==> config.mk <==
export PLATFORM = sky130hd
export DESIGN_NAME = zol_seq
export DESIGN_NICKNAME = d
export VERILOG_FILES = /design/src/rtl/zol_pkg.sv /design/src/rtl/zol_fmt_merge.sv /design/src/rtl/zol_rpt_unit.sv /design/src/rtl/zol_dbg_trap.sv /design/src/rtl/zol_seq.sv
export SDC_FILE = /design/constraint.sdc
export NUM_CORES = 1
export LEC_CHECK = 0
export ABC_AREA = 1
export CORE_AREA = 2 2 173 175
export DETAILED_ROUTE_END_ITERATION = 16
export DIE_AREA = 0 0 175 177
export PLACE_DENSITY = 0.78
export SYNTH_ARGS = -nofsm -noshare
export SYNTH_HDL_FRONTEND = slang
export SYNTH_SLANG_ARGS = --single-unit
==> constraint.sdc <==
create_clock -name clk -period 2.4 [get_ports clk]
set_input_delay 0.36 -clock clk [delete_from_list [all_inputs] [get_ports clk]]
set_output_delay 0.36 -clock clk [all_outputs]
set_load 0.005 [all_outputs]
==> src/rtl/zol_pkg.sv <==
// Shared types and status-bit positions for the bundle sequencer.
// Assumes an 8-bit status word; bit positions below are fixed by design.
package zol_pkg;
    typedef enum logic [1:0] {
        FMT_PAR  = 2'd0,
        FMT_UF   = 2'd1,   // upper half issued first
        FMT_LF   = 2'd2,   // lower half issued first
        FMT_LONG = 2'd3
    } fmt_e;

    localparam int STAT_W = 8;
    localparam int ST_SM  = 0;
    localparam int ST_DB  = 1;
    localparam int ST_DS  = 2;
    localparam int ST_EA  = 3;
    localparam int ST_RP  = 4;
endpackage

==> src/rtl/zol_fmt_merge.sv <==
// Decodes bundle format bits, orders the two halves and merges slot jump
// targets into one redirect. Assumes the all-ones address means "no jump".
module zol_fmt_merge
    import zol_pkg::*;
#(
    parameter int AW = 32
) (
    input  logic [63:0]   bundle,
    input  logic [AW-1:0] jmp_a,
    input  logic [AW-1:0] jmp_b,
    input  logic          kill_first,
    output fmt_e          kind,
    output logic [31:0]   first_half,
    output logic [31:0]   second_half,
    output logic [AW-1:0] tgt,
    output logic          tgt_vld,
    output logic          skip_second,
    output logic          par_err
);
    localparam logic [AW-1:0] NONE = '1;

    logic a_v;
    logic b_v;

    assign a_v  = (jmp_a != NONE);
    assign b_v  = (jmp_b != NONE);
    assign kind = fmt_e'({bundle[63], bundle[31]});

    // Route halves into issue order.
    always_comb begin
        if (kind == FMT_LF) begin
            first_half  = bundle[31:0];
            second_half = bundle[63:32];
        end else begin
            first_half  = bundle[63:32];
            second_half = bundle[31:0];
        end
    end

    // Merge slot targets according to issue mode.
    always_comb begin
        tgt         = jmp_a;
        tgt_vld     = 1'b0;
        skip_second = 1'b0;
        par_err     = 1'b0;
        unique case (kind)
            FMT_LONG: begin
                tgt     = jmp_a;
                tgt_vld = a_v;
            end
            FMT_UF: begin
                if (a_v || kill_first) begin
                    skip_second = 1'b1;
                    tgt         = jmp_a;
                    tgt_vld     = a_v;
                end else begin
                    tgt     = jmp_b;
                    tgt_vld = b_v;
                end
            end
            FMT_LF: begin
                if (b_v || kill_first) begin
                    skip_second = 1'b1;
                    tgt         = jmp_b;
                    tgt_vld     = b_v;
                end else begin
                    tgt     = jmp_a;
                    tgt_vld = a_v;
                end
            end
            default: begin
                if (a_v && b_v) begin
                    par_err = 1'b1;
                end else if (a_v) begin
                    tgt     = jmp_a;
                    tgt_vld = 1'b1;
                end else begin
                    tgt     = jmp_b;
                    tgt_vld = b_v;
                end
            end
        endcase
    end

    // an error only ever accompanies two real targets in parallel mode
    always_comb begin
        AST_PAR_ERR_SRC: assert (!par_err || (kind == FMT_PAR && a_v && b_v));
    end
endmodule

==> src/rtl/zol_rpt_unit.sv <==
// Repeat-loop arithmetic for one step: count decrement, flag exit and
// loop-back decision. Pure combinational; the count is sampled pre-step.
module zol_rpt_unit #(
    parameter int AW    = 32,
    parameter int CNT_W = 16
) (
    input  logic [AW-1:0]    pc,
    input  logic [AW-1:0]    loop_end,
    input  logic [CNT_W-1:0] cnt,
    input  logic             rp,
    output logic [CNT_W-1:0] cnt_nxt,
    output logic             rp_nxt,
    output logic             loop_back
);
    logic at_end;
    logic was_nz;

    // Sample end-hit and pre-step count state.
    always_comb begin
        at_end = (pc == loop_end);
        was_nz = (cnt != '0);
    end

    // Decrement, exit and loop-back decisions.
    always_comb begin
        cnt_nxt   = (at_end && (was_nz || rp)) ? cnt - 1'b1 : cnt;
        rp_nxt    = rp && !(at_end && (cnt_nxt == '0));
        loop_back = rp && was_nz && at_end;
    end
endmodule

==> src/rtl/zol_dbg_trap.sv <==
// Instruction-address breakpoint: detects the hit and forms the new status,
// saved status and the vector. Assumes the status word given is post-step.
module zol_dbg_trap
    import zol_pkg::*;
#(
    parameter int AW = 32
) (
    input  logic [AW-1:0]     pc,
    input  logic [AW-1:0]     brk_addr,
    input  logic [STAT_W-1:0] stat_in,
    output logic              take,
    output logic [STAT_W-1:0] stat_out,
    output logic [STAT_W-1:0] saved_stat
);
    // Hit detection and status masking.
    always_comb begin
        take       = (pc == brk_addr) && stat_in[ST_DB];
        saved_stat = stat_in;
        saved_stat[ST_EA] = 1'b1;
        stat_out   = stat_in;
        if (take) begin
            stat_out        = '0;
            stat_out[ST_SM] = stat_in[ST_SM];
            stat_out[ST_DS] = 1'b1;
        end
    end
endmodule

==> src/rtl/zol_seq.sv <==
// Next-PC sequencer for 64-bit bundles with a hardware repeat loop and an
// instruction breakpoint. Holds PC, count, status and debug save registers;
// one bundle retires per cycle with step high. ld_en outranks step.
module zol_seq
    import zol_pkg::*;
#(
    parameter int          AW       = 32,
    parameter int          CNT_W    = 16,
    parameter logic [31:0] RESET_PC = 32'h0000_0000,
    parameter logic [31:0] DBG_VEC  = 32'hFFFF_F128
) (
    input  logic              clk,
    input  logic              rst_n,
    input  logic              step,
    input  logic [63:0]       bundle,
    input  logic [AW-1:0]     jmp_a,
    input  logic [AW-1:0]     jmp_b,
    input  logic              kill_first,
    input  logic [AW-1:0]     loop_start,
    input  logic [AW-1:0]     loop_end,
    input  logic [AW-1:0]     brk_addr,
    input  logic              ld_en,
    input  logic [AW-1:0]     ld_pc,
    input  logic [CNT_W-1:0]  ld_cnt,
    input  logic [STAT_W-1:0] ld_stat,
    output logic [AW-1:0]     pc,
    output logic [CNT_W-1:0]  cnt,
    output logic [STAT_W-1:0] stat,
    output logic [AW-1:0]     dbg_pc,
    output logic [STAT_W-1:0] dbg_stat,
    output logic [1:0]        fmt_kind,
    output logic [31:0]       first_half,
    output logic [31:0]       second_half,
    output logic              skip_second,
    output logic              par_err
);
    localparam logic [AW-1:0] STEP_BYTES = AW'(8);

    fmt_e              kind;
    logic [AW-1:0]     tgt;
    logic              tgt_vld;
    logic [CNT_W-1:0]  cnt_nxt;
    logic              rp_nxt;
    logic              loop_back;
    logic [AW-1:0]     npc_seq;
    logic [STAT_W-1:0] stat_mid;
    logic              trap;
    logic [STAT_W-1:0] stat_trap;
    logic [STAT_W-1:0] stat_save;

    zol_fmt_merge #(.AW(AW)) u_fmt (
        .bundle      (bundle),
        .jmp_a       (jmp_a),
        .jmp_b       (jmp_b),
        .kill_first  (kill_first),
        .kind        (kind),
        .first_half  (first_half),
        .second_half (second_half),
        .tgt         (tgt),
        .tgt_vld     (tgt_vld),
        .skip_second (skip_second),
        .par_err     (par_err)
    );

    zol_rpt_unit #(.AW(AW), .CNT_W(CNT_W)) u_rpt (
        .pc        (pc),
        .loop_end  (loop_end),
        .cnt       (cnt),
        .rp        (stat[ST_RP]),
        .cnt_nxt   (cnt_nxt),
        .rp_nxt    (rp_nxt),
        .loop_back (loop_back)
    );

    zol_dbg_trap #(.AW(AW)) u_dbg (
        .pc         (pc),
        .brk_addr   (brk_addr),
        .stat_in    (stat_mid),
        .take       (trap),
        .stat_out   (stat_trap),
        .saved_stat (stat_save)
    );

    assign fmt_kind = kind;

    // Select the sequential next PC and fold the repeat flag into status.
    always_comb begin
        if (tgt_vld)        npc_seq = tgt;
        else if (loop_back) npc_seq = loop_start;
        else                npc_seq = pc + STEP_BYTES;
        stat_mid        = stat;
        stat_mid[ST_RP] = rp_nxt;
    end

    // State registers: reset, load, or retire one bundle.
    always_ff @(posedge clk) begin
        if (!rst_n) begin
            pc       <= AW'(RESET_PC);
            cnt      <= '0;
            stat     <= '0;
            dbg_pc   <= '0;
            dbg_stat <= '0;
        end else if (ld_en) begin
            pc   <= ld_pc;
            cnt  <= ld_cnt;
            stat <= ld_stat;
        end else if (step) begin
            cnt  <= cnt_nxt;
            stat <= stat_trap;
            if (trap) begin
                pc       <= AW'(DBG_VEC);
                dbg_pc   <= npc_seq;
                dbg_stat <= stat_save;
            end else begin
                pc <= npc_seq;
            end
        end
    end

    AST_CNT_DEC: assert property (@(posedge clk) disable iff (!rst_n)
        (step && !ld_en && pc == loop_end && (cnt != '0 || stat[ST_RP]))
        |=> (cnt == $past(cnt) - 1'b1));

    AST_CNT_HOLD: assert property (@(posedge clk) disable iff (!rst_n)
        (step && !ld_en && pc != loop_end) |=> $stable(cnt));

    AST_RP_EXIT: assert property (@(posedge clk) disable iff (!rst_n)
        (step && !ld_en && pc == loop_end && stat[ST_RP] && cnt == CNT_W'(1))
        |=> !stat[ST_RP]);

    AST_TRAP_VEC: assert property (@(posedge clk) disable iff (!rst_n)
        (step && !ld_en && pc == brk_addr && stat[ST_DB])
        |=> (stat[ST_DS] && pc == AW'(DBG_VEC) && dbg_stat[ST_EA]));

    AST_IDLE_HOLD: assert property (@(posedge clk) disable iff (!rst_n)
        (!step && !ld_en) |=> ($stable(pc) && $stable(cnt) && $stable(stat)));
endmodule

Word level (Yosys, flattened, before mapping):

Index checks and enable logic that the tools add are counted.
W data, S select, Z words.

* mux-type cells: 28
* equal/unequal tests: 7
* reduce and logical (&&, ||, !) cells: 18
* $add $sub $neg: 2
* bitwise logic cells: 1

Operator list (number)
* $mux W32: 11
* $pmux W32 S3: 1
* $eq A32 B32 Y1: 2
* $ne A32 B32 Y1 const B: 2
* $mux W16: 3
* $add A32 B4 Y32 const B: 1
* $mux W8: 3
* $logic_not A16 Y1: 1
* $reduce_bool A16 Y1: 1
* $sub A16 B1 Y16 const B: 1
* $mux W1: 8
* $logic_and A1 B1 Y1: 7
* $eq A2 B2 Y1 const B: 2
* $reduce_bool A2 Y1: 2
* $logic_or A1 B1 Y1: 3
* $pmux W1 S3: 1
* $reduce_and A3 Y1: 1
* $reduce_or A3 Y1: 1
* $eq A2 B1 Y1 const B: 1
* $pmux W1 S2: 1
* $reduce_and A2 Y1: 1
* $logic_not A1 Y1: 1
* $not A1 Y1: 1

* word-level logic and storage cells: 63
* bits in registers: 96

Depth between registers and ports, before layout:

Gate-level depths: netlist (run 1).

* depth in word-level cells: 11
* depth in mapped cells: 19
* depth with buffers taken out: 18

Cells and area by module:

Synthesis (run 1) repeated with hierarchy kept, for this count alone.

* cell total of the unflattened synthesis: 1895
* area, all modules: 10570.1 µm²

Modules (own cells, without submodules)
* zol_seq: area each 5466.5 µm², cells an instance 849, seq. area each 1921.8 µm², times used 1
* zol_fmt_merge: area each 3239.4 µm², cells an instance 666, seq. area each 0.0 µm², times used 1
* zol_rpt_unit: area each 1218.7 µm², cells an instance 249, seq. area each 0.0 µm², times used 1
* zol_dbg_trap: area each 645.6 µm², cells an instance 131, seq. area each 0.0 µm², times used 1

Least setup slack after synthesis (run 1):

Ideal clock, no wire load.

* kind: input to register
* from: in jmp_a[16]
* to: reg dbg_pc[30]
* data required time: 2.284 ns
* buffers on the path: 2
* arrival time: 2.200 ns
* stages on the path: 16
* setup slack: 0.084 ns
* cells stage by stage: inv_2 > nor3_1 > nand2_1 > nor3_4 > nand2_4 > ha_1 > nor2_4 > inv_2 > buf_2 > buf_6 > o211ai_1 > nand2_1 > nand2_1 > nand3_1 > o211ai_1 > inv_1

* longest elaborated chain between the ends: 5
* elaborated cells on any way between the ends: 13

RTL lines
* start: declaration: line zol_seq.sv:16 `input logic [AW-1:0] jmp_a,`
* $ne A32 B32 Y1 (*): line zol_fmt_merge.sv:25 `assign a_v = (jmp_a != NONE);`
* $mux W32, or another cell as far along: line zol_fmt_merge.sv:74 `end else if (a_v) begin`
* $mux W32, or another cell as far along: line zol_fmt_merge.sv:72 `if (a_v && b_v) begin`
* $pmux W32 S3 / $pmux W1 S3 (equally long branches): line zol_fmt_merge.sv:46 `unique case (kind)`
* $mux W32 (*): line zol_seq.sv:88 `if (tgt_vld) npc_seq = tgt;`
* end signal: assignment: line zol_seq.sv:112 `dbg_pc <= npc_seq;`
* end: declaration: line zol_seq.sv:29 `output logic [AW-1:0] dbg_pc,`

Every way passes the cells marked *; elsewhere a longest branch is shown, timed or not.
A chain may end at the register's enable or synchronous reset.

Worst setup path after layout (run 1):

* from: in bundle[31]
* to: out second_half[15]

* longest elaborated chain between the ends: 2

RTL lines
* start: declaration: line zol_seq.sv:15 `input logic [63:0] bundle,`
* $eq A2 B2 Y1: line zol_fmt_merge.sv:31 `if (kind == FMT_LF) begin`
* $mux W32: line zol_fmt_merge.sv:31
* end: declaration: line zol_seq.sv:33 `output logic [31:0] second_half,`

No other way between the ends.

==> results of run 1 <==
metal layers:
metal  vias to the layer above  GRT usage
met3                       107     0.0522
met5                         -          0
met2                       860      0.560
li1                       7409          -
met1                      7162      0.465
met4                         0     0.0889
cells by family after synthesis:
family          Yosys count  synth area share
buf+inv                 336             0.132
simple gates           1115             0.466
flops                    96             0.188
fa+ha+maj                 9            0.0110
compound gates          267             0.152
xor+xnor                 60            0.0513
final timing paths:
kind | depth (start not counted) | startpoint | endpoint | slack, ns
setup reg to reg | 14 | pc[4] | dbg_pc[19] | 0.07
hold reg to reg | 1 | dbg_stat[1] | dbg_stat[1] | 0.48
hold / removal | 1 | dbg_stat[1] | dbg_stat[1] | 0.48
setup / recovery | 7 | bundle[31] | second_half[15] | 0.03
power breakdown:
| group | internal (W) | leakage [nW] | switching (W) |
|---|---|---|---|
| logic | 0.00151 | 7.82 | 0.00145 |
| clock network | 0.000760 | 0.148 | 0.000748 |
| registers | 0.00167 | 0.795 | 0.000111 |
cells in the mapped netlist (all sizes together) (4+ instances only):
library cell | n | area share
o221ai | 13 | 0.011
o211ai | 39 | 0.030
a21oi | 83 | 0.042
xnor2 | 15 | 0.013
nand4 | 52 | 0.032
nor4 | 16 | 0.0098
clkinv | 4 | 0.0016
dfxtp | 96 | 0.19
o21ai | 114 | 0.056
nor3 | 42 | 0.025
nand3 | 158 | 0.078
buf | 38 | 0.022
clkbuf | 61 | 0.023
inv | 233 | 0.085
xor2 | 45 | 0.038
nand2 | 610 | 0.22
ha | 9 | 0.011
or2 | 11 | 0.0067
a22oi | 10 | 0.0073
nor2 | 218 | 0.082
critical path: stages:
cell and delay, ns:
clkdlybuf4s15_1 0.22, inv_2 0.11, ha_4 0.22, inv_6 0.07
buf_12 0.16, o21ai_0 0.28, clkdlybuf4s50_1 0.57
state kept, by name, indices dropped and copies added (netlist names):
register,count
dbg_pc,32
pc,32
cnt,16
dbg_stat,8
stat,8
final cells by class:
class / count / area (µm²) / area share
multi-input cells: 1451 / 7290 / 0.402
repair buffers: 752 / 7170 / 0.396
flip-flops and latches: 96 / 1960 / 0.108
inverters: 237 / 912 / 0.0503
well taps: 390 / 488 / 0.0269
clock buffers: 10 / 239 / 0.0132
clock inverters: 6 / 57.6 / 0.00317
diodes: 3 / 7.51 / 0.000414
metrics by stage:
stage,power (W),instances,setup slack [ns]
6_report,0.00625,2945,0.0345
5_1_grt,0.00655,2944,-0.0638
4_1_cts,0.00614,2927,0.000423
3_5_place_dp,0.00457,2901,-0.616
3_3_place_gp,0.00455,2901,-0.569
2_1_floorplan,0.00290,1883,0.0835
what timing repair did:
action,4_1_cts,5_1_grt
endpoints found under the setup margin,134,106
gates cloned,5,5
gates resized for setup,113,163
buffers inserted,5,10
pin swaps,40,46
==> out/qor.csv, run 1 <==
stage,metric,value,unit
yosys,async_flop_share,0,
clock_tree,cts_hold_buf,0,
cells_and_area,syn2layout_area_growth,76.9,%
cells_and_area,postLayoutCellArea,0.0181,mm²
detailed_routing,drc_errors,0,
detailed_routing,first_pass_iters,6,
global_routing,gr-total-overflow,0,
floorplan,coreArea,0.0292,mm²
setup_path,cp.arrival,2.01,ns
floorplan,die-width,175,µm
sta,grt_setup_unrepaired,yes,
placed_design,hpwlAfterDp,44.3,mm
sta,worst_pin_slew,0.495,ns
sta,setup-tns-final,0,ns
global_routing,grt_max_degree,64,
cells_and_area,nFillCells,2755,
global_routing,grt_pass1_wl,82.4,mm
power_and_ir_drop,ir_worst_vdd,0.299,mV
clock_tree,clk_path_buf_depth,2,
setup_path,worstPathRequired,2.04,ns
sta,skew,0.0143,ns
yosys,synthCells,1883,
clock_tree,cts.htree.levels,3,
sta,relSlewSlack,0.667,
detailed_routing,drt-initial-drc-count,1739,
yosys,synth.distinct_cells,48,
detailed_routing,totalWireLength,55.8,mm
clock_tree,clock_sinks,96,
cells_and_area,final_common_cell,nand2_1,
detailed_routing,viasPerCell,5.28,
cells_and_area,final_cell_mix,"nand2_1, clkdlybuf4s50_1, buf_4",
flow_run,drv_cap,0,
power_and_ir_drop,power_density,345,mW/mm²
power_and_ir_drop,p_leak,8.76,nW
yosys,synth.net_count,2177,
floorplan,rows,63,
floorplan,start_util,0.350,
detailed_routing,routedLengthMet1,23.8,mm
yosys,yosysWarnings,0,
global_routing,grt_pass1_vias,14657,
yosys,synth-edff-count,0,
sta,fmax,0.423,GHz
detailed_routing,drtAntennaViolNets,0,
sta,fin_crit,2.37,ns
clock_tree,cts-root-buf,clkbuf_16,
cells_and_area,layout.nets,2841,
placed_design,io_buffers,448,
setup_path,end_kind,primary output,
setup_path,criticalPathCategory,primary input to primary output,
cells_and_area,fin_util,0.620,
yosys,synth_top_flop_cell,dfxtp_1,
floorplan,die-area,0.0310,mm²
detailed_routing,wire_per_inst,18.9,µm
detailed_routing,dr_wl_met3,5.12,mm
placed_design,dpl_cell_area,0.0170,mm²
global_routing,antenna_found_initial,2,
setup_path,worst_setup_path_start_kind,primary input,
yosys,syn_area_per_cell,5.44,µm²
sta,finalHoldViolCount,0,
detailed_routing,wl_met2,25.5,mm
cells_and_area,drive_gt1_frac,0.183,
floorplan,io_pins,449,
yosys,synth-seq-area-share,0.188,
placed_design,place.gp.congestion,1.01,
hold_path,hold_path_class,flip-flop to flip-flop,
outcome,status,"complete, no violations",
clock_tree,cts_tree,done,
clock_tree,cts_buffers,9,
global_routing,grt_usage,0.341,
clock_tree,clkTransAtPathRegs,0.08,ns
yosys,synth_area,0.0102,mm²
detailed_routing,top_layer_used,met4,
floorplan,die_height,177,µm
sta,whs,0.476,ns
yosys,ys_ff_latch,96,
sta,period_share,0.986,
sta,slew_viol_final,0,
sta,setup_viol,0,
setup_path,path_max_fanout,24,
clock_tree,clock_latency,0.37,ns
detailed_routing,vias,15538,
Power figures use the tool's default switching activity.
==> run 2, diff against run 1 <==
- clock period: 2.4 -> 1.9 ns (I/O delays scaled with it)
==> out/qor.csv, run 2 (synthesized netlist as in run 1, its figures left out) <==
stage,metric,value,unit,change
power_and_ir_drop,fin_total_pwr,0.00848,W,was 0.00625 W
sta,fmax,0.421,GHz,
global_routing,gr-total-overflow,0,,unchanged
floorplan,die-area,0.0310,mm²,unchanged
cells_and_area,nFillCells,2356,,was 2755
clock_tree,clk_path_buf_depth,2,,unchanged
clock_tree,cts-root-buf,clkbuf_16,,unchanged
sta,grt_setup_unrepaired,yes,,unchanged
setup_path,cp.arrival,2.68,ns,was 2.01 ns
sta,worst_pin_slew,0.468,ns,was 0.495 ns
hold_path,hold_path_class,primary input to flip-flop,,was flip-flop to flip-flop
setup_path,path_max_fanout,5,,was 24
sta,setup_slack,-0.473,ns,was 0.0345 ns
clock_tree,cts_buffers,9,,unchanged
cells_and_area,final_common_cell,nand2_1,,unchanged
power_and_ir_drop,p_leak,9.79,nW,was 8.76 nW
clock_tree,cts_hold_buf,0,,unchanged
setup_path,r2r_end,pc[21],,was dbg_pc[19]
global_routing,grt_usage,0.379,,was 0.341
sta,finalHoldViolCount,0,,unchanged
setup_path,worst_setup_path_start_kind,flip-flop,,was primary input
hold_path,hold_start,jmp_a[7],,was dbg_stat[1]
detailed_routing,totalWireLength,64.7,mm,was 55.8 mm
clock_tree,clkTransAtPathRegs,0.08,ns,about the same
global_routing,grt_max_degree,37,,was 64
global_routing,antenna_found_initial,3,,was 2
sta,setup_viol,94,,was 0
cells_and_area,top_regs,"dbg_pc x32, pc x32, cnt x16",,unchanged
cells_and_area,seqCellArea,0.00201,mm²,was 0.00196 mm²
outcome,status,finished with violations,,"was complete, no violations"
detailed_routing,drtAntennaViolNets,0,,unchanged
clock_tree,clock_latency,0.38,ns,was 0.37 ns
setup_path,end_kind,flip-flop,,was primary output
floorplan,rows,63,,unchanged
cells_and_area,fin_util,0.695,,was 0.620
sta,slew_viol_final,0,,unchanged
placed_design,hpwlAfterDp,47.5,mm,was 44.3 mm
power_and_ir_drop,ir_worst_vdd,0.364,mV,was 0.299 mV
setup_path,criticalPathCategory,flip-flop to flip-flop,,was primary input to primary output
outcome,failed_checks,negative setup slack,,
floorplan,io_pins,449,,unchanged
setup_path,reg2reg_depth,14,,unchanged
cells_and_area,multi_input_area,0.00818,mm²,was 0.00729 mm²
clock_tree,clock_sinks,96,,unchanged
detailed_routing,first_pass_iters,7,,was 6
global_routing,grt_pass1_wl,90.7,mm,was 82.4 mm
power_and_ir_drop,power_density,417,mW/mm²,was 345 mW/mm²
detailed_routing,viasPerCell,5.50,,was 5.28
hold_path,worstHoldPathCells,5,,was 1
placed_design,post-place-ws,-1.03,ns,was -0.616 ns
detailed_routing,vias,16991,,was 15538
placed_design,place.gp.congestion,0.997,,was 1.01
cells_and_area,drive_gt1_frac,0.325,,was 0.183
flow_run,drv_cap,0,,unchanged
setup_path,r2r_start,pc[8],,was pc[4]
sta,relSlewSlack,0.687,,was 0.667
clock_tree,cts.htree.levels,3,,unchanged
detailed_routing,wire_per_inst,20.9,µm,was 18.9 µm
setup_path,r2r_setup_slack,-0.47,ns,was 0.07 ns
setup_path,startpoint,pc[8],,was bundle[31]
sta,skew,0.0172,ns,was 0.0143 ns
floorplan,start_util,0.350,,unchanged
cells_and_area,syn2layout_area_growth,98.3,%,was 76.9%
cells_and_area,final_cell_mix,"nand2_1, buf_4, clkdlybuf4s50_1",,"was nand2_1, clkdlybuf4s50_1, buf_4"
detailed_routing,drt-initial-drc-count,1729,,was 1739
sta,fin_crit,2.37,ns,
detailed_routing,drc_errors,0,,unchanged
floorplan,coreArea,0.0292,mm²,unchanged
sta,period_share,1.25,,
setup_path,worstPathRequired,2.20,ns,was 2.04 ns
hold_path,hold_path_end,dbg_pc[7],,was dbg_stat[1]
clock_tree,cts_tree,done,,unchanged
placed_design,io_buffers,448,,unchanged
sta,setup-tns-final,-25.11,ns,was 0 ns
floorplan,die-width,175,µm,unchanged
global_routing,grt_pass1_vias,15735,,was 14657
cells_and_area,layout.nets,2989,,was 2841
floorplan,die_height,177,µm,unchanged
==> run 2: cell count changes in the layout (fill, tap and decap cells not counted), moves of 27 or more <==
cell,delta
nand2_1,-79
nand2_2,+55
buf_6,+45
clkdlybuf4s50_1,-57
buf_2,+27
buf_4,+94
==> run 2: what timing repair did <==
action | in CTS | in global routing
resized for setup | 541 | 268
endpoints found under the hold margin | 0 | 0
buffers inserted | 35 | 24
pin swaps | 139 | 126
endpoints found under the setup margin | 162 | 138
gates cloned | 15 | 4
==> run 2: final cells by class <==
type,count,area share
timing repair buffer,900,0.413
multi-input combinational,1451,0.403
sequential,96,0.0987
inverter,237,0.0470
tap,390,0.0240
clock buffer,9,0.0111
clock inverter,7,0.00363
antenna,2,0.000246
==> run 2: where the power goes <==
| part | internal [W] | leakage (nW) | switching [W] |
|---|---|---|---|
| Sequential | 0.00211 | 0.802 | 0.000145 |
| Clock | 0.000934 | 0.147 | 0.000983 |
| Combinational | 0.00213 | 8.84 | 0.00218 |
| Total | 0.00517 | 9.79 | 0.00330 |
==> run 2: worst max path at each step <==
stage,to,slack (ns),depth (start not counted)
5_1_grt,pc[28],-0.57,12
3_5_place_dp,dbg_pc[0],-1.03,16
6_report,pc[21],-0.47,14
2_1_floorplan,pc[30],-0.25,16
3_3_place_gp,dbg_pc[1],-1.01,16
4_1_cts,pc[9],-0.34,15
==> run 2: routing by layer <==
layer  routed length (µm)  track usage  up-vias
li1                     -            -     7709
met1                24200        0.465     7783
met2                29300        0.635     1179
met3                 6580       0.0732      318
met4                 4570        0.191        2
met5                   13            0        -
==> run 2: metrics by stage <==
stage | std cells | instance area, µm² | hold slack, ns
global route | 3092 | 20300 | 0.488
floorplan | 1883 | 10500 | 0.418
detailed placement | 3002 | 17900 | 0.454
CTS | 3067 | 19500 | 0.442
global placement | 3002 | 17900 | 0.449
finish | 3092 | 20300 | 0.445
==> run 2: worst max-delay path: stages, from the launching register on <==
cell      delay (ns)
dfxtp_4         0.41
buf_4           0.15
nand2_2         0.11
nor2_4          0.20
nand2_4         0.09
nor2_4          0.11
nand2_4         0.07
nor3_4          0.23
nand2_1         0.13
xor2_1          0.19
o211ai_1        0.19
nand2_1         0.12
nand2_1         0.09
nand2_1         0.08
a21oi_2         0.13
